$ cat config.mk
export PLATFORM = sky130hd
export DESIGN_NAME = exu_core
export DESIGN_NICKNAME = d
export VERILOG_FILES = /design/src/rtl/exu_pkg.sv /design/src/rtl/exu_decode.sv /design/src/rtl/exu_shift.sv /design/src/rtl/exu_alu.sv /design/src/rtl/exu_branch.sv /design/src/rtl/exu_core.sv
export SDC_FILE = /design/constraint.sdc
export NUM_CORES = 1
export LEC_CHECK = 0
export BUFFER_PORTS_ARGS = -buffer_cell sky130_fd_sc_hd__clkbuf_2
export CAP_MARGIN = 10
export CORE_MARGIN = 5
export CORE_UTILIZATION = 45
export DETAILED_ROUTE_END_ITERATION = 8
export PLACE_DENSITY_LB_ADDON = 0.2
export SLEW_MARGIN = 5
export SYNTH_ARGS = -nofsm -noshare
export SYNTH_HDL_FRONTEND = slang
export SYNTH_SLANG_ARGS = --single-unit
export TNS_END_PERCENT = 30
$ cat constraint.sdc
create_clock -name clk -period 1.7 [get_ports clk]
set_input_delay 0.085 -clock clk [delete_from_list [all_inputs] [get_ports clk]]
set_output_delay 0.085 -clock clk [all_outputs]
set_load 0.02 [all_outputs]
$ cat src/rtl/exu_pkg.sv
package exu_pkg;
  localparam int unsigned DW    = 16;          // datapath width
  localparam int unsigned FW    = 4;           // instruction field width
  localparam int unsigned HALF  = DW / 2;
  localparam int unsigned CODEW = DW - FW;     // bits below the destination field
  localparam int unsigned SR_Z  = 2;
  localparam int unsigned SR_C  = 3;
  localparam int unsigned SR_N  = 4;

  typedef enum logic [FW-1:0] {
    OPC_LDI = 4'd0, OPC_LDIH = 4'd1, OPC_LDB = 4'd2, OPC_LDW = 4'd3,
    OPC_STB = 4'd4, OPC_STW = 4'd5, OPC_ADD = 4'd6, OPC_ADC = 4'd7,
    OPC_AND = 4'd8, OPC_OR = 4'd9, OPC_XOR = 4'd10, OPC_SHL = 4'd11,
    OPC_SHR = 4'd12, OPC_SAR = 4'd13, OPC_BRANCH = 4'd14, OPC_EXT = 4'd15
  } opc_e;

  typedef enum logic [FW-1:0] {
    SUB_MOV = 4'd0, SUB_NEG = 4'd1, SUB_NOT = 4'd2, SUB_CMP = 4'd3,
    SUB_CALL = 4'd4, SUB_SWAP = 4'd5, SUB_PIN = 4'd6, SUB_POUT = 4'd7,
    SUB_PINI = 4'd8, SUB_POUTI = 4'd9, SUB_ADDI = 4'd10, SUB_ANDI = 4'd11,
    SUB_ORI = 4'd12, SUB_SHI = 4'd13, SUB_CMPI = 4'd14, SUB_SYS = 4'd15
  } sub_e;

  typedef enum logic [3:0] {
    ALU_PASSX, ALU_PASSY, ALU_MERGE, ALU_ADD, ALU_ADC, ALU_SUB, ALU_AND,
    ALU_OR, ALU_XOR, ALU_NOT, ALU_SHL, ALU_SHR, ALU_SAR
  } alu_op_e;

  typedef enum logic [1:0] {X_DST, X_A, X_ZERO, X_PC} xsel_e;
  typedef enum logic [1:0] {Y_A, Y_B, Y_IMM} ysel_e;
  typedef enum logic [1:0] {FL_NONE, FL_ARITH, FL_LOGIC} flag_e;

  typedef struct packed {
    alu_op_e         op;
    xsel_e           xs;
    ysel_e           ys;
    logic [DW-1:0]   imm;
    logic            wb;
    flag_e           fl;
    logic            br;
    logic            call;
  } ctl_t;
endpackage

$ cat src/rtl/exu_decode.sv
module exu_decode
  import exu_pkg::*;
(
  input  logic [CODEW-1:0] code,
  output ctl_t             ctl
);
  logic [FW-1:0] fa, fb;
  opc_e          opc;
  sub_e          sub;
  logic [DW-1:0] imm_short;   // 4-bit, zero means +8
  logic [DW-1:0] imm_plain;   // 4-bit, plain sign extension
  logic [DW-1:0] imm_byte;    // 8-bit sign extension
  logic [DW-1:0] shi_count;

  always_comb begin
    fa  = code[CODEW-1 -: FW];
    fb  = code[2*FW-1 -: FW];
    opc = opc_e'(code[FW-1:0]);
    sub = sub_e'(fb);
    imm_plain = {{(DW-FW){fa[FW-1]}}, fa};
    imm_short = (fa == '0) ? DW'(8) : imm_plain;
    imm_byte  = {{(DW-2*FW){fa[FW-1]}}, fa, fb};
    shi_count = (fa[FW-2:0] == '0) ? DW'(8) : DW'(fa[FW-2:0]);
  end

  always_comb begin
    ctl = '{op: ALU_PASSX, xs: X_A, ys: Y_B, imm: '0, wb: 1'b0,
            fl: FL_NONE, br: 1'b0, call: 1'b0};
    case (opc)
      OPC_LDI:  begin ctl.op = ALU_PASSY; ctl.ys = Y_IMM; ctl.imm = imm_byte; ctl.wb = 1'b1; end
      OPC_LDIH: begin
        ctl.op = ALU_MERGE; ctl.xs = X_DST; ctl.ys = Y_IMM;
        ctl.imm = {fa, fb, {HALF{1'b0}}}; ctl.wb = 1'b1;
      end
      OPC_ADD:  begin ctl.op = ALU_ADD; ctl.wb = 1'b1; ctl.fl = FL_ARITH; end
      OPC_ADC:  begin ctl.op = ALU_ADC; ctl.wb = 1'b1; ctl.fl = FL_ARITH; end
      OPC_AND:  begin ctl.op = ALU_AND; ctl.wb = 1'b1; ctl.fl = FL_LOGIC; end
      OPC_OR:   begin ctl.op = ALU_OR;  ctl.wb = 1'b1; ctl.fl = FL_LOGIC; end
      OPC_XOR:  begin ctl.op = ALU_XOR; ctl.wb = 1'b1; ctl.fl = FL_LOGIC; end
      OPC_SHL:  begin ctl.op = ALU_SHL; ctl.wb = 1'b1; ctl.fl = FL_ARITH; end
      OPC_SHR:  begin ctl.op = ALU_SHR; ctl.wb = 1'b1; ctl.fl = FL_ARITH; end
      OPC_SAR:  begin ctl.op = ALU_SAR; ctl.wb = 1'b1; ctl.fl = FL_ARITH; end
      OPC_BRANCH: ctl.br = 1'b1;
      OPC_EXT: begin
        case (sub)
          SUB_MOV: begin ctl.op = ALU_PASSX; ctl.wb = 1'b1; end
          SUB_NEG: begin
            ctl.op = ALU_SUB; ctl.xs = X_ZERO; ctl.ys = Y_A;
            ctl.wb = 1'b1; ctl.fl = FL_ARITH;
          end
          SUB_NOT: begin ctl.op = ALU_NOT; ctl.wb = 1'b1; ctl.fl = FL_LOGIC; end
          SUB_CMP: begin
            ctl.op = ALU_SUB; ctl.xs = X_DST; ctl.ys = Y_A; ctl.fl = FL_ARITH;
          end
          SUB_CALL: begin
            ctl.op = ALU_SUB; ctl.xs = X_PC; ctl.ys = Y_IMM; ctl.imm = DW'(2);
            ctl.wb = 1'b1; ctl.call = 1'b1;
          end
          SUB_ADDI: begin
            ctl.op = ALU_ADD; ctl.xs = X_DST; ctl.ys = Y_IMM; ctl.imm = imm_short;
            ctl.wb = 1'b1; ctl.fl = FL_ARITH;
          end
          SUB_ANDI: begin
            ctl.op = ALU_AND; ctl.xs = X_DST; ctl.ys = Y_IMM; ctl.imm = imm_short;
            ctl.wb = 1'b1; ctl.fl = FL_LOGIC;
          end
          SUB_ORI: begin
            ctl.op = ALU_OR; ctl.xs = X_DST; ctl.ys = Y_IMM; ctl.imm = imm_short;
            ctl.wb = 1'b1; ctl.fl = FL_LOGIC;
          end
          SUB_SHI: begin
            ctl.op = fa[FW-1] ? ALU_SHR : ALU_SHL; ctl.xs = X_DST; ctl.ys = Y_IMM;
            ctl.imm = shi_count; ctl.wb = 1'b1; ctl.fl = FL_ARITH;
          end
          SUB_CMPI: begin
            ctl.op = ALU_SUB; ctl.xs = X_DST; ctl.ys = Y_IMM; ctl.imm = imm_plain;
            ctl.fl = FL_ARITH;
          end
          default: ;  // swap, port transfers, system: handled in other stages
        endcase
      end
      default: ;      // memory opcodes: handled in the memory stage
    endcase
  end
endmodule

$ cat src/rtl/exu_shift.sv
module exu_shift
  import exu_pkg::*;
(
  input  logic [DW-1:0] val,
  input  logic [DW-1:0] amt,
  input  logic          left,
  input  logic          arith,
  output logic [DW-1:0] res,
  output logic          cout
);
  localparam int unsigned WW   = 2 * DW;
  localparam int unsigned CNTW = $clog2(WW);
  localparam logic [CNTW-1:0] NMAX = CNTW'(WW - 1);

  logic [CNTW-1:0]        n;
  logic [WW-1:0]          lwide;
  logic signed [WW-1:0]   rwide;
  logic [DW-1:0]          fill;

  always_comb begin
    n     = (amt > DW'(NMAX)) ? NMAX : amt[CNTW-1:0];
    fill  = (arith && val[DW-1]) ? '1 : '0;
    lwide = {{DW{1'b0}}, val} << n;
    rwide = '0;
    if (left) begin
      res  = lwide[DW-1:0];
      cout = lwide[DW];
    end else if (n == '0) begin
      res  = val;
      cout = 1'b0;
    end else begin
      // shift one short so bit 0 holds the last bit moved out
      rwide = $signed({fill, val}) >>> (n - CNTW'(1));
      res   = rwide[DW:1];
      cout  = rwide[0];
    end
  end
endmodule

$ cat src/rtl/exu_alu.sv
module exu_alu
  import exu_pkg::*;
(
  input  alu_op_e       op,
  input  logic [DW-1:0] x,
  input  logic [DW-1:0] y,
  input  logic          cin,
  output logic [DW-1:0] res,
  output logic          cout
);
  logic [DW:0]   sum;
  logic [DW:0]   diff;
  logic [DW-1:0] sh_res;
  logic          sh_cout;
  logic          sh_left;
  logic          sh_arith;

  assign sh_left  = (op == ALU_SHL);
  assign sh_arith = (op == ALU_SAR);

  exu_shift u_shift (
    .val   (x),
    .amt   (y),
    .left  (sh_left),
    .arith (sh_arith),
    .res   (sh_res),
    .cout  (sh_cout)
  );

  always_comb begin
    sum  = {1'b0, x} + {1'b0, y} + (DW+1)'((op == ALU_ADC) && cin);
    diff = {1'b0, x} - {1'b0, y};
    res  = x;
    cout = 1'b0;
    case (op)
      ALU_PASSX: res = x;
      ALU_PASSY: res = y;
      ALU_MERGE: res = {y[DW-1:HALF], x[HALF-1:0]};
      ALU_ADD, ALU_ADC: begin res = sum[DW-1:0];  cout = sum[DW];  end
      ALU_SUB:          begin res = diff[DW-1:0]; cout = diff[DW]; end
      ALU_AND: res = x & y;
      ALU_OR:  res = x | y;
      ALU_XOR: res = x ^ y;
      ALU_NOT: res = ~x;
      ALU_SHL, ALU_SHR, ALU_SAR: begin res = sh_res; cout = sh_cout; end
      default: res = x;
    endcase
  end
endmodule

$ cat src/rtl/exu_branch.sv
module exu_branch
  import exu_pkg::*;
(
  input  logic [FW-1:0]   cond,
  input  logic [2*FW-1:0] disp,
  input  logic [DW-1:0]   pc,
  input  logic            fz,
  input  logic            fc,
  input  logic            fn,
  output logic            taken,
  output logic            bad,
  output logic [DW-1:0]   target
);
  always_comb begin
    bad = 1'b0;
    case (cond)
      4'd0: taken = 1'b1;
      4'd1: taken = 1'b0;
      4'd2: taken = fz;
      4'd3: taken = !fz;
      4'd4: taken = fn;
      4'd5: taken = !fn;
      4'd6: taken = fc;
      4'd7: taken = !fc;
      4'd8: taken = !fz && !fc;
      4'd9: taken = fz || fc;
      default: begin taken = 1'b0; bad = 1'b1; end
    endcase
    target = pc + {{(DW-2*FW-1){disp[2*FW-1]}}, disp, 1'b0};
  end
endmodule

$ cat src/rtl/exu_core.sv
module exu_core
  import exu_pkg::*;
(
  input  logic          clk,
  input  logic          rst_n,
  input  logic          in_valid,
  input  logic [15:0]   instr,
  input  logic [15:0]   pc,
  input  logic [15:0]   rd_dst,
  input  logic [15:0]   rd_a,
  input  logic [15:0]   rd_b,
  input  logic [15:0]   sr_in,
  output logic          out_valid,
  output logic          wb_en,
  output logic [3:0]    wb_idx,
  output logic [15:0]   wb_data,
  output logic [15:0]   sr_out,
  output logic          br_taken,
  output logic [15:0]   br_target,
  output logic          illegal
);
  localparam logic [DW-1:0] FLAG_MASK = DW'((1 << SR_Z) | (1 << SR_C) | (1 << SR_N));

  ctl_t          ctl;
  logic [DW-1:0] opx, opy, alu_res;
  logic          alu_cout;
  logic          br_ok, br_bad;
  logic [DW-1:0] br_addr;

  // next-state values
  logic          wb_n, br_n, ill_n;
  logic [DW-1:0] sr_n, tgt_n;

  // captured instruction context, used by the checks below
  logic [DW-1:0] q_instr, q_sr;

  exu_decode u_decode (
    .code (instr[CODEW-1:0]),
    .ctl  (ctl)
  );

  always_comb begin
    case (ctl.xs)
      X_DST:   opx = rd_dst;
      X_A:     opx = rd_a;
      X_PC:    opx = pc;
      default: opx = '0;
    endcase
    case (ctl.ys)
      Y_A:     opy = rd_a;
      Y_B:     opy = rd_b;
      default: opy = ctl.imm;
    endcase
  end

  exu_alu u_alu (
    .op   (ctl.op),
    .x    (opx),
    .y    (opy),
    .cin  (sr_in[SR_C]),
    .res  (alu_res),
    .cout (alu_cout)
  );

  exu_branch u_branch (
    .cond   (instr[DW-1 -: FW]),
    .disp   (instr[CODEW-1 -: 2*FW]),
    .pc     (pc),
    .fz     (sr_in[SR_Z]),
    .fc     (sr_in[SR_C]),
    .fn     (sr_in[SR_N]),
    .taken  (br_ok),
    .bad    (br_bad),
    .target (br_addr)
  );

  always_comb begin
    sr_n = sr_in;
    if (ctl.fl != FL_NONE) begin
      sr_n[SR_Z] = (alu_res == '0);
      sr_n[SR_N] = alu_res[DW-1];
      if (ctl.fl == FL_ARITH) sr_n[SR_C] = alu_cout;
    end
    wb_n  = ctl.wb;
    ill_n = ctl.br && br_bad;
    br_n  = (ctl.br && br_ok) || ctl.call;
    tgt_n = ctl.call ? rd_a : br_addr;
  end

  always_ff @(posedge clk or negedge rst_n) begin
    if (!rst_n) begin
      out_valid <= 1'b0;
      wb_en     <= 1'b0;
      br_taken  <= 1'b0;
      illegal   <= 1'b0;
      wb_idx    <= '0;
      wb_data   <= '0;
      sr_out    <= '0;
      br_target <= '0;
      q_instr   <= '0;
      q_sr      <= '0;
    end else begin
      out_valid <= in_valid;
      wb_en     <= in_valid && wb_n;
      br_taken  <= in_valid && br_n;
      illegal   <= in_valid && ill_n;
      if (in_valid) begin
        wb_idx    <= instr[DW-1 -: FW];
        wb_data   <= alu_res;
        sr_out    <= sr_n;
        br_target <= tgt_n;
        q_instr   <= instr;
        q_sr      <= sr_in;
      end
    end
  end

  opc_e q_opc;
  sub_e q_sub;
  assign q_opc = opc_e'(q_instr[FW-1:0]);
  assign q_sub = sub_e'(q_instr[2*FW-1 -: FW]);

  AST_IDLE_QUIET: assert property (@(posedge clk) disable iff (!rst_n)
    !out_valid |-> (!wb_en && !br_taken && !illegal));
  AST_SR_RESERVED: assert property (@(posedge clk) disable iff (!rst_n)
    out_valid |-> ((sr_out & ~FLAG_MASK) == (q_sr & ~FLAG_MASK)));
  AST_ZERO_FLAG: assert property (@(posedge clk) disable iff (!rst_n)
    (out_valid && wb_en && (q_opc inside {OPC_ADD, OPC_ADC, OPC_AND, OPC_OR,
      OPC_XOR, OPC_SHL, OPC_SHR, OPC_SAR})) |-> (sr_out[SR_Z] == (wb_data == '0)));
  AST_BITWISE_KEEPS_C: assert property (@(posedge clk) disable iff (!rst_n)
    (out_valid && (q_opc inside {OPC_AND, OPC_OR, OPC_XOR})) |-> (sr_out[SR_C] == q_sr[SR_C]));
  AST_COMPARE_NO_WB: assert property (@(posedge clk) disable iff (!rst_n)
    (out_valid && q_opc == OPC_EXT && (q_sub inside {SUB_CMP, SUB_CMPI})) |-> !wb_en);
  AST_NEVER_BRANCH: assert property (@(posedge clk) disable iff (!rst_n)
    (out_valid && q_opc == OPC_BRANCH && q_instr[DW-1 -: FW] == 4'd1) |-> !br_taken);
  AST_BRANCH_NO_FLAGS: assert property (@(posedge clk) disable iff (!rst_n)
    (out_valid && q_opc == OPC_BRANCH) |-> (sr_out == q_sr && !wb_en));
  AST_ILLEGAL_QUIET: assert property (@(posedge clk) disable iff (!rst_n)
    illegal |-> (!wb_en && !br_taken && sr_out == q_sr));
  AST_CALL_TAKEN: assert property (@(posedge clk) disable iff (!rst_n)
    (out_valid && q_opc == OPC_EXT && q_sub == SUB_CALL) |-> (br_taken && wb_en));
endmodule

; ---- Word level (Yosys, flattened, before mapping)
; Cells that the tools add are included.
; W data, S select, Z words.
[totals]
word_cells = 131
inputBits = 99
register_bits = 56
latchBits = 0
mem_bits_ro = 0
ramBits = 0
output_inout_bits = 56
memories = 0
[op_classes]
n_mul = 0
n_addsub = 5
mux = 31
n_div = 0
reduce_logical = 35
order_cmp = 1
bitwise = 4
n_eq_ne = 45
shifts = 2
[op_table]
columns = cell, count
row1 = $pmux W16 S9, 1
row2 = $eq A4 B4 Y1 const B, 20
row3 = $mux W16, 5
row4 = $pmux W16 S4, 1
row5 = $pmux W18 S3, 1
row6 = $pmux W16 S3, 1
row7 = $eq A4 B3 Y1 const B, 11
row8 = $pmux W4 S11, 1
row9 = $pmux W16 S2, 1
row10 = $sshr A32 B5 Y17, 1
row11 = $eq A4 B2 Y1 const B, 6
row12 = $pmux W4 S6, 1
row13 = $reduce_or A10 Y1, 2
row14 = $add A16 B16 Y17, 1
row15 = $add A17 B1 Y17, 1
row16 = $shl A16 B5 Y17, 1
row17 = $sub A16 B16 Y17, 1
row18 = $add A16 B16 Y16, 1
row19 = $and A16 B16 Y16, 1
row20 = $eq A4 B1 Y1 const B, 4
row21 = $gt A16 B5 Y1 const B, 1
row22 = $logic_not A16 Y1, 1
row23 = $logic_not A4 Y1, 4
row24 = $not A16 Y16, 1
row25 = 27 further kinds, 54

; ---- Longest topological paths before layout
; Gate-level depths: netlist of run 1.
[logic_depth]
word_depth = 15
mapped_depth = 27
depth_no_buf = 22

; ---- Hierarchy
; From an unflattened synthesis of run 1, not the netlist that was laid out.
[hier_totals]
cells_unflattened = 1370
area_unflattened_um2 = 9898.2
[modules_own_cells]
columns = module, instances, seq_area_each_um2, area_each_um2, cells_per_inst
row1 = exu_alu, 1, 0.0, 3096.7, 478
row2 = exu_core, 1, 1401.3, 2926.6, 275
row3 = exu_shift, 1, 0.0, 2222.1, 368
row4 = exu_branch, 1, 0.0, 863.3, 120
row5 = exu_decode, 1, 0.0, 789.5, 129

; ---- Least setup slack after synthesis of run 1
; OpenSTA, ideal clock, no wires.
[synth_timing]
path_type = input port to flip-flop
from = input port instr[7]
to = register sr_out[2]
stages = 25
setup_slack_ns = -3.251
setup_ns = 0.082
arrival_ns = 4.869
required_time_ns = 1.618
path_cell_list = buf_4 > a21bo_2 > a2111oi_4 > o221ai_1 > o311a_1 > inv_2 > clkbuf_1 > clkbuf_1 > fa_1 > inv_1 > fa_1 > a21oi_1 > o21bai_1 > a21oi_1 > o21ai_0 > a2111oi_0 > nor3_1 > o21ai_0 > nand2b_1 > a221o_1 > o21ai_0 > a31oi_1 > nor2_1 > nand4b_1 > o22ai_1
[synth_via]
elab_chain_len = 15
[synth_rtl]
columns = item, line_no
row1 = start: declaration, exu_core.sv:7  ; input logic [15:0] instr,
row2 = $eq A4 B4 Y1, exu_decode.sv:45  ; case (sub)
row3 = $reduce_or A5 Y1 (no line), -
row4 = $pmux W4 S4, exu_decode.sv:45
row5 = $pmux W18 S3, exu_decode.sv:29  ; case (opc)
row6 = $eq A2 B1 Y1 / $logic_not A2 Y1 (equally long branches), exu_core.sv:49  ; case (ctl.ys)
row7 = $pmux W16 S2, exu_core.sv:49
row8 = $gt A16 B5 Y1, exu_shift.sv:21  ; n = (amt > DW'(NMAX)) ? NMAX : amt[CNTW-1:0];
row9 = $mux W5, exu_shift.sv:21
row10 = $sub A5 B1 Y5, exu_shift.sv:33  ; rwide = $signed({fill, val}) >>> (n - CNTW'(1));
row11 = $sshr A32 B5 Y17, exu_shift.sv:33
row12 = $mux W16, exu_shift.sv:28  ; end else if (n == '0) begin
row13 = $mux W16, exu_shift.sv:25  ; if (left) begin
row14 = $pmux W16 S9, exu_alu.sv:35  ; case (op)
row15 = $logic_not A16 Y1, exu_core.sv:80  ; sr_n[SR_Z] = (alu_res == '0);
row16 = $mux W3 *, exu_core.sv:79  ; if (ctl.fl != FL_NONE) begin
row17 = end signal: assignment, exu_core.sv:110  ; sr_out <= sr_n;
row18 = end: declaration, exu_core.sv:17  ; output logic [15:0] sr_out,
; Mark *: on every way between the ends. The rest lies on a longest branch, timed or not.
; A chain may end at the register's enable or synchronous reset.

; ---- Worst setup path after layout of run 1
[layout_timing]
from = input port instr[4]
to = register sr_out[2]
; The elaborated chain is that of the path after synthesis.

==> run summary, run 1 <==
======================================================================================
Height of the chip ......................................................     156.2 um
Insertion delay of the later-clocked pin in the worst-skew pair .........      0.29 ns
Met1 routing resource usage after global routing ........................       55.54%
Power per standard cell area ............................................ 570.0 nW/um^2
Violations in the final reports ......................................... setup timing
Synth Register Bits .....................................................           56
DRC viols ...............................................................            0
First-pass GRT wire length ..............................................     80900 um
Buffering stage count on the worst path with inverters included .........            7
Total vias in the final route ...........................................        14470
Via count of the first global-routing pass ..............................        13780
Synthesis-to-layout area growth .........................................       64.00%
Run status .............................................................. finished, violations left
Initial Utilization .....................................................       45.77%
CTS Buffer Depth ........................................................            2
Worst Skew ..............................................................         0 ns
Count of cell types in the netlist ......................................          106
# fillers ...............................................................         1541
Drt first pass iters ....................................................            6
GRT Total Usage .........................................................       42.14%
Post-layout min period ..................................................     4.304 ns
Number of sinks on the clock net ........................................           56
Antenna cells ...........................................................            0
Final setup violating endpoints .........................................           28
Detailed Route Iter0 Violations .........................................         2039
Critical path's top delay family ........................................ compound AO/OA/AOI/OAI gates
Worst setup path class ..................................................    in -> reg
Data arrival time at the worst-slack endpoint ...........................      4.52 ns
Critical Path RT ........................................................      1.92 ns
Post-synthesis async set-or-reset flop share ............................       100.0%
Cell type with the largest total area after synthesis ................... sky130_fd_sc_hd__dfrtp_1
HP Class ................................................................    in -> reg
Highest achievable clock rate ...........................................    232.3 MHz
Number of rows in the core area .........................................           53
Worst hold-check slack ..................................................   0.01101 ns
CTS buffer count ........................................................            5
Placement Setup Slack ...................................................    -3.081 ns
Count of boundary I/O pins ..............................................          155
Total wire length .......................................................     55130 um
Final Total Pwr .........................................................   0.008995 W
Highest-utilization routing layer at the global route stage .............         met2
Fin worst setup slack ...................................................    -2.604 ns
Routed length per instance ..............................................     25.08 um
Final Cell Area .........................................................   15780 um^2
Worst relative slew slack ...............................................       46.90%
Number of maximum-capacitance constraint violations .....................            0
Placed instance area ....................................................   14130 um^2
Initial antenna violation count .........................................            0
Area contributors post-synth ............................................ sky130_fd_sc_hd__dfrtp_1 (15%), sky130_fd_sc_hd__ha_1 (8.1%), sky130_fd_sc_hd__a21oi_1 (6.6%)
Post-detailed-placement half-perimeter wirelength .......................     42230 um
Cell chosen for the clock root .......................................... sky130_fd_sc_hd__clkbuf_16
Clock tree from TritonCTS ...............................................        built
Maximum number of pins on one net before global-route repair ............           42
Number of synthesized flops with an enable pin ..........................            0
Fin. max-slew vios ......................................................            0
Synth top area share ....................................................       14.56%
Full die area ...........................................................   24410 um^2
Avg Synthesized Cell Area ...............................................   7.284 um^2
Nature of the critical path endpoint ....................................    flip-flop
Number of hold violations in the final report ...........................            0
Share of the clock period used by the worst path after layout ...........       253.2%
Weighted congestion reported at the end of routability-driven placement .        1.083
Most common flop cell mapped by yosys ................................... sky130_fd_sc_hd__dfrtp_1
Deepest level of the CTS H-tree .........................................            2
Cell seen most often among critical-path stages ......................... sky130_fd_sc_hd__buf_4
DRT antenna net count ...................................................            0
VDD IR-drop max .........................................................     1.042 mV
Unrepaired setup endpoints after global routing .........................          yes
Most common cell after layout, fill and taps aside ...................... sky130_fd_sc_hd__buf_4
Measured slew at the worst slew-check pin ...............................    0.7964 ns
Kind of launch point of the worst setup path ............................    input pin
Core outline area .......................................................   21020 um^2
Clock-pin slew of the registers on the worst-case setup and hold paths ..      0.08 ns
Share of synthesized area occupied by flip-flops and latches ............       14.56%
Net count, final ........................................................         2087
Met3 demand-to-capacity share in global routing .........................       9.375%
Slowest stage cell on the critical path ................................. sky130_fd_sc_hd__a211oi_4
Number of buffers added on ports ........................................          154
Proportion of layout cells with a drive suffix above 1 ..................       49.04%
Leakage power summed over all cells .....................................     7.199 nW
Syn nets ................................................................         1486
Area of the mapped netlist ..............................................    9622 um^2
Overflow after GRT ......................................................            0
Synthesis Warnings ......................................................            0
Synthesized netlist cell count ..........................................         1321
Final design utilization ................................................       75.07%
Routed via count divided by cell count ..................................        6.581
Met2 routing resource usage after global routing ........................       63.23%
Biggest cell delay along the critical path ..............................      0.34 ns
Die Wd ..................................................................     156.2 um
Worst-path maximum fanout ...............................................            8
Highest-count cells in the layout ignoring fill and taps ................ sky130_fd_sc_hd__buf_4 (512), sky130_fd_sc_hd__clkbuf_2 (146), sky130_fd_sc_hd__nor2_1 (141), sky130_fd_sc_hd__nand2_1 (104), sky130_fd_sc_hd__a21oi_1 (99)
======================================================================================
==> repair_timing <==
item	CTS	global route
pin swaps	73	56
hold buffers	1	0
endpoints found under the setup margin	30	29
gates resized for setup	157	88
setup buffers	29	22
gates cloned	1	1
endpoints found under the hold margin	56	0
==> cell usage after synthesis, types with 15 or more instances <==
cell                         n
sky130_fd_sc_hd__nor2_1    146
sky130_fd_sc_hd__a21oi_1   126
sky130_fd_sc_hd__nand2_1   107
sky130_fd_sc_hd__o21ai_0    81
sky130_fd_sc_hd__ha_1       62
sky130_fd_sc_hd__dfrtp_1    56
sky130_fd_sc_hd__inv_1      54
sky130_fd_sc_hd__clkbuf_1   45
sky130_fd_sc_hd__nand3_1    35
sky130_fd_sc_hd__nor3_1     33
sky130_fd_sc_hd__buf_2      31
sky130_fd_sc_hd__a211oi_1   30
sky130_fd_sc_hd__mux2_2     26
sky130_fd_sc_hd__a31oi_1    25
sky130_fd_sc_hd__o22ai_1    22
sky130_fd_sc_hd__o211ai_1   21
sky130_fd_sc_hd__o221ai_1   21
sky130_fd_sc_hd__a21o_1     17
sky130_fd_sc_hd__nand2b_1   15
==> worst reg2reg max path, delay by kind of cell (launching register included) <==
family / cells / cell delay, ns
DFF: 1 / 0.39
and+or+nand+nor: 4 / 0.51
AOI/OAI and AO/OA: 1 / 0.09
==> power breakdown <==
part           switching (W)  internal, W  total (W)
registers           0.000134      0.00154    0.00168
clock network       0.000506     0.000560    0.00107
logic                0.00348      0.00277    0.00625
==> area by class of cell <==
type	instances	area [um^2]	area share [%]
tap	275	344.1	2.180
clock buffer	5	125.1	0.7929
multi-input combinational	1097	8467	53.66
inverter	62	240.2	1.522
timing repair buffer	700	5175	32.79
clock inverter	3	27.53	0.1744
sequential	56	1401	8.880
==> sequential cells by signal (all words and copies together), names as in the netlist <==
signal / flops
br_taken: 1
br_target: 16
illegal: 1
out_valid: 1
sr_out: 16
wb_data: 16
wb_en: 1
wb_idx: 4
==> per-layer routing <==
layer / vias up / share of wire (%) / routed length, um
met5: - / 0 / 0
met4: 0 / 8.3 / 4586
met3: 328 / 13 / 7320
met2: 1223 / 41 / 22840
met1: 6690 / 37 / 20380
li1: 6224 / - / -
==> metrics by stage <==
stage | setup TNS (ns) | cells
floorplan | -46.78 | 1321
global placement | -61.57 | 2139
detailed placement | -64.89 | 2139
CTS | -45.40 | 2176
global route | -51.18 | 2198
finish | -48.65 | 2198
==> cells by family (layout without fill, tap and decap cells) <==
kind of cell,count (synthesis),in the layout,synth area share (%)
AOI/OAI and AO/OA,521,521,38.60
DFF,56,56,14.56
xor gates and xnor gates,19,19,1.730
and+or+nand+nor,454,454,23.85
buffers and inverters,168,770,8.179
muxes,37,37,4.187
adders and majority gates,66,66,8.895
==> final timing paths <==
| check | from | end | slack [ns] | cells past startpoint |
|---|---|---|---|---|
| worst min-delay path | sr_in[11] | sr_out[11]$_DFFE_PN0P_ | 0.01 | 2 |
| max in group asynchronous | rst_n | wb_en$_DFF_PN0_ | 1.07 | 3 |
| worst min register to register | br_target[5]$_DFFE_PN0P_ | br_target[5]$_DFFE_PN0P_ | 0.49 | 1 |
| worst max-delay path | instr[4] | sr_out[2]$_DFFE_PN0P_ | -2.60 | 26 |
| worst max register to register | sr_out[2]$_DFFE_PN0P_ | sr_out[2]$_DFFE_PN0P_ | 0.60 | 5 |
| min in group asynchronous | rst_n | br_target[14]$_DFFE_PN0P_ | 0.33 | 3 |
No activity file was read; power rests on OpenSTA's default activity.
==> inputs of run 2 (changes only) <==
==> constraint.sdc (replaced) <==
create_clock -name clk -period 4.1 [get_ports clk]
set_input_delay 0.205 -clock clk [delete_from_list [all_inputs] [get_ports clk]]
set_output_delay 0.205 -clock clk [all_outputs]
set_load 0.1 [all_outputs]
==> run 2 against run 1 <==
Net effect:
- the flow still finishes with violations (setup timing)
- total power decreased by 55%
- combinational power decreased by 54%
- clock power decreased by 54%
- die area unchanged
- sequential power decreased by 59%
- global-route usage decreased by 1.8 points
- flip-flop and latch count unchanged
- via count decreased by 7.8%
- setup slack improved by 2.4 ns
- routed wire length decreased by 7.7%
- sequential share of layout area increased by 0.90 points
- critical endpoint unchanged
- largest power group unchanged
==> run summary, run 2 (synthesized netlist as in run 1, its figures left out) <==
======================================================================================
Run status .............................................................. finished, violations left   unchanged
Violations in the final reports ......................................... setup timing   unchanged
GRT Total Usage .........................................................       40.35%   was 42.14%
Terminus of the critical flop-to-flop path .............................. sr_out[2]$_DFFE_PN0P_   unchanged
Net count, final ........................................................         1943   was 2087
Final design utilization ................................................       68.19%   was 75.07%
First-pass GRT wire length ..............................................     76490 um   was 80900 um
Critical Path RT ........................................................      4.32 ns   was 1.92 ns
Slowest stage cell on the critical path ................................. sky130_fd_sc_hd__fa_2   was sky130_fd_sc_hd__a211oi_4
Share of the clock period used by the worst path after layout ...........       104.6%
Number of maximum-capacitance constraint violations .....................            0   unchanged
HP Class ................................................................  in -> async   was in -> reg
Nature of the critical path endpoint ....................................    flip-flop   unchanged
Data arrival time at the worst-slack endpoint ...........................      4.51 ns   was 4.52 ns
Kind of launch point of the worst setup path ............................    input pin   unchanged
Weighted congestion reported at the end of routability-driven placement .        1.061   was 1.083
Most common cell after layout, fill and taps aside ...................... sky130_fd_sc_hd__buf_4   unchanged
Cell seen most often among critical-path stages ......................... sky130_fd_sc_hd__buf_4   unchanged
Height of the chip ......................................................     156.2 um   unchanged
Number of sinks on the clock net ........................................           56   unchanged
Non-filler instance count after layout ..................................         2055   was 2198
Insertion delay of the later-clocked pin in the worst-skew pair .........      0.29 ns   about the same
CTS Buffer Depth ........................................................            2   unchanged
Number of buffers added on ports ........................................          154   unchanged
Depth of the worst register-to-register path ............................            5   unchanged
Fin. max-slew vios ......................................................            0   unchanged
Worst Skew ..............................................................         0 ns   unchanged
Full die area ...........................................................   24410 um^2   unchanged
DRC viols ...............................................................            0   unchanged
Reg2Reg Launch Point .................................................... sr_out[2]$_DFFE_PN0P_   unchanged
Number of hold violations in the final report ...........................            0   unchanged
Leakage power summed over all cells .....................................     6.462 nW   was 7.199 nW
Initial Utilization .....................................................       45.77%   unchanged
Worst relative slew slack ...............................................       24.38%   was 46.90%
# fillers ...............................................................         1777   was 1541
Largest regs ............................................................ br_target (16), sr_out (16), wb_data (16)   unchanged
Final setup violating endpoints .........................................            8   was 28
Fin worst setup slack ...................................................   -0.1894 ns   was -2.604 ns
CTS buffer count ........................................................            5   unchanged
Proportion of layout cells with a drive suffix above 1 ..................       41.32%   was 49.04%
Total vias in the final route ...........................................        13330   was 14470
Worst-path maximum fanout ...............................................            8   unchanged
Post-layout min period ..................................................     4.289 ns
Count of hold buffers inserted by post-cts repair .......................            0   was 1
Routed via count divided by cell count ..................................        6.487   was 6.581
Post-detailed-placement half-perimeter wirelength .......................     40350 um   was 42230 um
Cell chosen for the clock root .......................................... sky130_fd_sc_hd__clkbuf_16   unchanged
Synthesis-to-layout area growth .........................................       48.99%   was 64.00%
Biggest cell delay along the critical path ..............................      0.41 ns   was 0.34 ns
Routed length per instance ..............................................     24.75 um   was 25.08 um
Worst setup path class ..................................................    in -> reg   unchanged
Worst hold-check slack ..................................................   0.03148 ns   was 0.01101 ns
Die Wd ..................................................................     156.2 um   unchanged
Final Total Pwr .........................................................   0.004044 W   was 0.008995 W
DRT antenna net count ...................................................            0   unchanged
Measured slew at the worst slew-check pin ...............................     1.126 ns   was 0.7964 ns
Number of rows in the core area .........................................           53   unchanged
Critical path's top delay family ........................................ compound AO/OA/AOI/OAI gates   unchanged
Buffering stage count on the worst path with inverters included .........            6   was 7
Unrepaired setup endpoints after global routing .........................          yes   unchanged
Highest achievable clock rate ...........................................    233.1 MHz
Highest-count cells in the layout ignoring fill and taps ................ sky130_fd_sc_hd__buf_4 (370), sky130_fd_sc_hd__clkbuf_2 (145), sky130_fd_sc_hd__nor2_1 (142), sky130_fd_sc_hd__a21oi_1 (114), sky130_fd_sc_hd__nand2_1 (107)   was sky130_fd_sc_hd__buf_4 (512), sky130_fd_sc_hd__clkbuf_2 (146), sky130_fd_sc_hd__nor2_1 (141), sky130_fd_sc_hd__nand2_1 (104), sky130_fd_sc_hd__a21oi_1 (99)
Clock-pin slew of the registers on the worst-case setup and hold paths ..      0.07 ns   was 0.08 ns
Clock tree from TritonCTS ...............................................        built   unchanged
Power per standard cell area ............................................ 282.1 nW/um^2   was 570.0 nW/um^2
Detailed Route Iter0 Violations .........................................         1681   was 2039
Core outline area .......................................................   21020 um^2   unchanged
Total placed cells including tap cells ..................................         2000   was 2139
Maximum number of pins on one net before global-route repair ............           57   was 42
Total wire length .......................................................     50870 um   was 55130 um
Via count of the first global-routing pass ..............................        12750   was 13780
Count of boundary I/O pins ..............................................          155   unchanged
Overflow after GRT ......................................................            0   unchanged
Deepest level of the CTS H-tree .........................................            2   unchanged
Setup TNS after final layout ............................................   -0.9150 ns   was -48.65 ns
Initial antenna violation count .........................................            1   was 0
VDD IR-drop max .........................................................    0.4223 mV   was 1.042 mV
R2R Setup Slk ...........................................................      2.94 ns   was 0.60 ns
Drt first pass iters ....................................................            6   unchanged
======================================================================================
==> run 2: cell count changes in the layout (fill, tap and decap cells not counted), sizes merged <==
cell	change
buf	-142
bufinv	+1
clkinv	-1
clkinvlp	-1
diode	+1
dlygate4sd3	-1
==> run 2: worst reg2reg max path, cell delays in order, from the launching register on <==
cell                      delay [ns]
sky130_fd_sc_hd__dfrtp_1        0.42
sky130_fd_sc_hd__nor2_1         0.15
sky130_fd_sc_hd__nor2_1         0.05
sky130_fd_sc_hd__and4b_1        0.24
sky130_fd_sc_hd__nand4_1        0.08
sky130_fd_sc_hd__o22ai_1        0.09
==> run 2: cell type report <==
type / instances / area, um^2 / area share, %
multi-input cells: 1097 / 8071 / 56.31
inverters: 62 / 237.7 / 1.658
well taps: 275 / 344.1 / 2.400
clock inverters: 2 / 38.79 / 0.2706
diodes: 1 / 2.502 / 0.01746
repair buffers: 556 / 4110 / 28.67
clock buffers: 6 / 128.9 / 0.8990
flip-flops and latches: 56 / 1401 / 9.776
==> run 2: power by group <==
part	internal (W)	switching, W	total, W
clock	0.000291	0.000200	0.000492
combinational	0.000986	0.00187	0.00286
sequential	0.000640	0.0000526	0.000692
total	0.00192	0.00213	0.00404
==> run 2: routing by layer <==
metal / up-vias / part of all wire, % / global-route usage [%]
li1: 5932 / - / -
met1: 6198 / 39 / 55.01
met2: 1005 / 42 / 59.86
met3: 194 / 13 / 9.375
met4: 2 / 6.1 / 20.17
met5: - / 0.026 / 0
==> run 2: through the flow <==
stage	setup slack (ns)	instance area (um^2)
6_report	-0.1894	14340
5_1_grt	-0.4056	14330
4_1_cts	-0.07511	14070
3_5_place_dp	-0.9135	13030
2_1_floorplan	-0.3178	9854
3_3_place_gp	-0.7811	13030
==> run 2: how the worst max path moves through the flow <==
| stage | startpoint | end | slack [ns] | depth (start not counted) |
|---|---|---|---|---|
| final | instr[4] | sr_out[2]$_DFFE_PN0P_ | -0.19 | 25 |
| after floorplan | instr[7] | sr_out[2]$_DFFE_PN0P_ | -0.32 | 25 |
| after global routing | instr[4] | sr_out[2]$_DFFE_PN0P_ | -0.41 | 25 |
| after global placement | instr[1] | sr_out[2]$_DFFE_PN0P_ | -0.78 | 21 |
| after detailed placement | instr[1] | sr_out[2]$_DFFE_PN0P_ | -0.91 | 21 |
| after CTS | instr[6] | sr_out[2]$_DFFE_PN0P_ | -0.08 | 23 |
==> run 2: repair_timing <==
item,in CTS,in global routing
resized for setup,108,45
setup endpoints to repair,15,15
pin swaps,78,46
buffers inserted,39,8
==> inputs of run 3 (changes only) <==
Settings changed: ABC_AREA from default to 1, CTS_CLUSTER_SIZE from default to 28.
==> run 3 against run 2 <==
Net effect:
- the flow finishes with violations (DRC)
- via count is 9.0% lower
- routed wire length is 21% lower
- clock-buffer cell count is 1 lower
- cell count is 6.2% higher
- utilization is 3.9 points lower
- register-to-register slack better by 0.44 ns
- first-iteration DRC count is 28% lower
- flip-flop and latch count stayed put
- largest cell class unchanged
- highest routed layer is now met4
==> run summary, run 3 <==
======================================================================================
HP Class ................................................................    in -> reg   was in -> async
Unrepaired setup endpoints after global routing .........................          yes   unchanged
Full die area ...........................................................   22690 um^2   was 24410 um^2
Most instantiated library cell after synthesis .......................... sky130_fd_sc_hd__nand2_1   was sky130_fd_sc_hd__nor2_1
Data arrival time at the worst-slack endpoint ...........................      4.25 ns   was 4.51 ns
Die Wd ..................................................................     150.6 um   was 156.2 um
Worst hold-check slack ..................................................   0.09555 ns   was 0.03148 ns
Detailed Route Iter0 Violations .........................................         1204   was 1681
Area of the mapped netlist ..............................................    8899 um^2   was 9622 um^2
Worst-path maximum fanout ...............................................            5   was 8
Initial antenna violation count .........................................            0   was 1
Leakage power summed over all cells .....................................     6.769 nW   was 6.462 nW
Synthesized netlist cell count ..........................................         1537   was 1321
Total placed cells including tap cells ..................................         2150   was 2000
Final setup violating endpoints .........................................            0   was 8
Count of boundary I/O pins ..............................................          155   unchanged
First-pass GRT wire length ..............................................     61530 um   was 76490 um
Cell type with the largest total area after synthesis ................... sky130_fd_sc_hd__nand2_1   was sky130_fd_sc_hd__dfrtp_1
Antenna cells ...........................................................            0   was 1
Measured slew at the worst slew-check pin ...............................     1.129 ns   was 1.126 ns
CTS Buffer Depth ........................................................            2   unchanged
Placed instance area ....................................................   11670 um^2   was 13030 um^2
Via count of the first global-routing pass ..............................        11100   was 12750
Proportion of layout cells with a drive suffix above 1 ..................       31.40%   was 41.32%
Post-layout min period ..................................................     4.016 ns   was 4.289 ns
Area contributors post-synth ............................................ sky130_fd_sc_hd__nand2_1 (22%), sky130_fd_sc_hd__dfrtp_1 (16%), sky130_fd_sc_hd__ha_1 (8.7%)   was sky130_fd_sc_hd__dfrtp_1 (15%), sky130_fd_sc_hd__ha_1 (8.1%), sky130_fd_sc_hd__a21oi_1 (6.6%)
Post-detailed-placement half-perimeter wirelength .......................     32640 um   was 40350 um
Total vias in the final route ...........................................        12130   was 13330
Largest regs ............................................................ br_target (16), sr_out (16), wb_data (16)   unchanged
Insertion delay of the later-clocked pin in the worst-skew pair .........      0.29 ns   about the same
Setup crit start ........................................................     instr[6]   was instr[4]
Net count, final ........................................................         2081   was 1943
R2R Setup Slk ...........................................................      3.38 ns   was 2.94 ns
Height of the chip ......................................................     150.6 um   was 156.2 um
Final design utilization ................................................       64.25%   was 68.19%
Maximum number of pins on one net before global-route repair ............           71   was 57
Ranking of synthesized cells by instance count .......................... sky130_fd_sc_hd__nand2_1 (530), sky130_fd_sc_hd__inv_1 (159), sky130_fd_sc_hd__nand3_1 (151), sky130_fd_sc_hd__o21ai_0 (100), sky130_fd_sc_hd__nor2_1 (99)   was sky130_fd_sc_hd__nor2_1 (146), sky130_fd_sc_hd__a21oi_1 (126), sky130_fd_sc_hd__nand2_1 (107), sky130_fd_sc_hd__o21ai_0 (81), sky130_fd_sc_hd__ha_1 (62)
DRT antenna net count ...................................................            0   unchanged
Cell chosen for the clock root .......................................... sky130_fd_sc_hd__clkbuf_16   unchanged
Setup TNS after final layout ............................................         0 ns   was -0.9150 ns
Synthesis Warnings ......................................................            0   unchanged
Total wire length .......................................................     40040 um   was 50870 um
Routed via count divided by cell count ..................................        5.557   was 6.487
Biggest cell delay along the critical path ..............................      0.34 ns   was 0.41 ns
Violations in the final reports .........................................          DRC   was setup timing
Clock tree from TritonCTS ...............................................        built   unchanged
Non-filler instance count after layout ..................................         2182   was 2055
Drt first pass iters ....................................................            9   was 6
Highest achievable clock rate ...........................................    249.0 MHz   was 233.1 MHz
Post-synthesis async set-or-reset flop share ............................       100.0%   unchanged
Overflow after GRT ......................................................            0   unchanged
Core outline area .......................................................   19460 um^2   was 21020 um^2
Final Cell Area .........................................................   12500 um^2   was 14340 um^2
Highest-count cells in the layout ignoring fill and taps ................ sky130_fd_sc_hd__nand2_1 (512), sky130_fd_sc_hd__buf_4 (268), sky130_fd_sc_hd__clkbuf_2 (151), sky130_fd_sc_hd__inv_1 (144), sky130_fd_sc_hd__nand3_1 (142)   was sky130_fd_sc_hd__buf_4 (370), sky130_fd_sc_hd__clkbuf_2 (145), sky130_fd_sc_hd__nor2_1 (142), sky130_fd_sc_hd__a21oi_1 (114), sky130_fd_sc_hd__nand2_1 (107)
Syn nets ................................................................         1702   was 1486
Power per standard cell area ............................................ 276.4 nW/um^2   was 282.1 nW/um^2
Run status .............................................................. finished, violations left   unchanged
GRT Total Usage .........................................................       34.40%   was 40.35%
Fin. max-slew vios ......................................................            0   unchanged
Nature of the critical path endpoint ....................................    flip-flop   unchanged
Count of cell types in the netlist ......................................           54   was 106
Clock-pin slew of the registers on the worst-case setup and hold paths ..      0.09 ns   was 0.07 ns
Cell seen most often among critical-path stages ......................... sky130_fd_sc_hd__nor2_1   was sky130_fd_sc_hd__buf_4
Critical Path RT ........................................................      4.34 ns   was 4.32 ns
Number of maximum-capacitance constraint violations .....................            0   unchanged
Weighted congestion reported at the end of routability-driven placement .        1.081   was 1.061
Depth of the worst register-to-register path ............................            2   was 5
Most common cell after layout, fill and taps aside ...................... sky130_fd_sc_hd__nand2_1   was sky130_fd_sc_hd__buf_4
Share of synthesized area occupied by flip-flops and latches ............       15.75%   was 14.56%
Slowest stage cell on the critical path ................................. sky130_fd_sc_hd__fa_2   unchanged
Share of the clock period used by the worst path after layout ...........       97.96%   was 104.6%
Synthesis-to-layout area growth .........................................       40.52%   was 48.99%
Worst Skew ..............................................................         0 ns   unchanged
Number of synthesized flops with an enable pin ..........................            0   unchanged
Worst relative slew slack ...............................................       24.72%   was 24.38%
Synth top area share ....................................................       22.36%   was 14.56%
Terminus of the critical flop-to-flop path .............................. wb_idx[2]$_DFFE_PN0P_   was sr_out[2]$_DFFE_PN0P_
Avg Synthesized Cell Area ...............................................   5.790 um^2   was 7.284 um^2
DRC viols ...............................................................            1   was 0
Number of rows in the core area .........................................           51   was 53
Most common flop cell mapped by yosys ................................... sky130_fd_sc_hd__dfrtp_1   unchanged
Number of sinks on the clock net ........................................           56   unchanged
Initial Utilization .....................................................       45.72%   was 45.77%
Reg2Reg Launch Point .................................................... wb_idx[2]$_DFFE_PN0P_   was sr_out[2]$_DFFE_PN0P_
Number of buffers added on ports ........................................          154   unchanged
Synth Register Bits .....................................................           56   unchanged
VDD IR-drop max .........................................................    0.3595 mV   was 0.4223 mV
CP Capture Point ........................................................ sr_out[2]$_DFFE_PN0P_   unchanged
Kind of launch point of the worst setup path ............................    input pin   unchanged
Routed length per instance ..............................................     18.35 um   was 24.75 um
Worst setup path class ..................................................    in -> reg   unchanged
CTS buffer count ........................................................            5   unchanged
Deepest level of the CTS H-tree .........................................            2   unchanged
Number of hold violations in the final report ...........................            0   unchanged
======================================================================================
[run 3: worst min-delay path by stage]
stage | cells past startpoint | from | end
global route | 3 | sr_in[12] | sr_out[12]$_DFFE_PN0P_
CTS | 3 | sr_in[13] | sr_out[13]$_DFFE_PN0P_
finish | 3 | sr_in[13] | sr_out[13]$_DFFE_PN0P_
global placement | 1 | rst_n | br_target[13]$_DFFE_PN0P_
detailed placement | 1 | rst_n | br_target[9]$_DFFE_PN0P_
floorplan | 0 | rst_n | br_taken$_DFF_PN0_
[run 3: worst max-delay path, delay by kind of cell]
kind / cells / cell delay (ns)
simple gates: 18 / 1.78
xor+xnor: 1 / 0.17
compound gates: 5 / 0.74
fa+ha+maj: 2 / 0.57
buf+inv: 6 / 0.79
[run 3: cells by family after synthesis]
| group | count (synthesis) | synth area share (%) |
|---|---|---|
| AND/OR/NAND/NOR | 875 | 43.46 |
| XOR/XNOR | 18 | 1.772 |
| adder cells (fa/ha/maj) | 66 | 9.618 |
| flip-flops | 56 | 15.75 |
| AO/OA/AOI/OAI | 284 | 18.62 |
| buffers and inverters | 238 | 10.78 |
[run 3: layout make-up]
type | count | area (um^2)
Multi-Input combinational cell | 1243 | 7019
Clock buffer | 5 | 125.1
Clock inverter | 3 | 26.28
Fill cell | 1856 | 6958
Inverter | 178 | 680.7
Timing Repair inverter | 1 | 7.507
Sequential cell | 56 | 1401
Timing Repair Buffer | 431 | 2913
Tap cell | 265 | 331.6
[run 3: repair_timing]
| item | CTS | global route |
|---|---|---|
| gates resized for setup | 5 | 142 |
| gates cloned | 0 | 2 |
| hold endpoints to repair | 18 | 0 |
| endpoints found under the setup margin | 2 | 12 |
| hold buffers | 1 | 0 |
| pin swaps | 0 | 61 |
| setup buffers | 0 | 21 |
[run 3: per-stage QoR]
step	total power, W	setup slack, ns
final	0.003457	0.08373
after global routing	0.003632	-0.1232
after CTS	0.003292	0.02112
after detailed placement	0.002830	-0.3632
after global placement	0.002813	-0.2928
after floorplan	0.002049	0.01817
[run 3: where the power goes]
group / leakage [nW] / switching [W] / internal [W]
Clock: 0.0680 / 0.000228 / 0.000232
Combinational: 6.01 / 0.00159 / 0.000724
Sequential: 0.689 / 0.0000453 / 0.000633
[run 3: routing by layer]
metal / up-vias / wire [um] / share of wire (%) / track usage (%)
met1: 5558 / 17220 / 43 / 49.09
met5: - / 0 / 0 / 0
met4: 0 / 1480 / 3.7 / 8.341
li1: 5817 / - / - / -
met3: 112 / 3470 / 8.7 / 3.432
met2: 639 / 17860 / 45 / 55.98
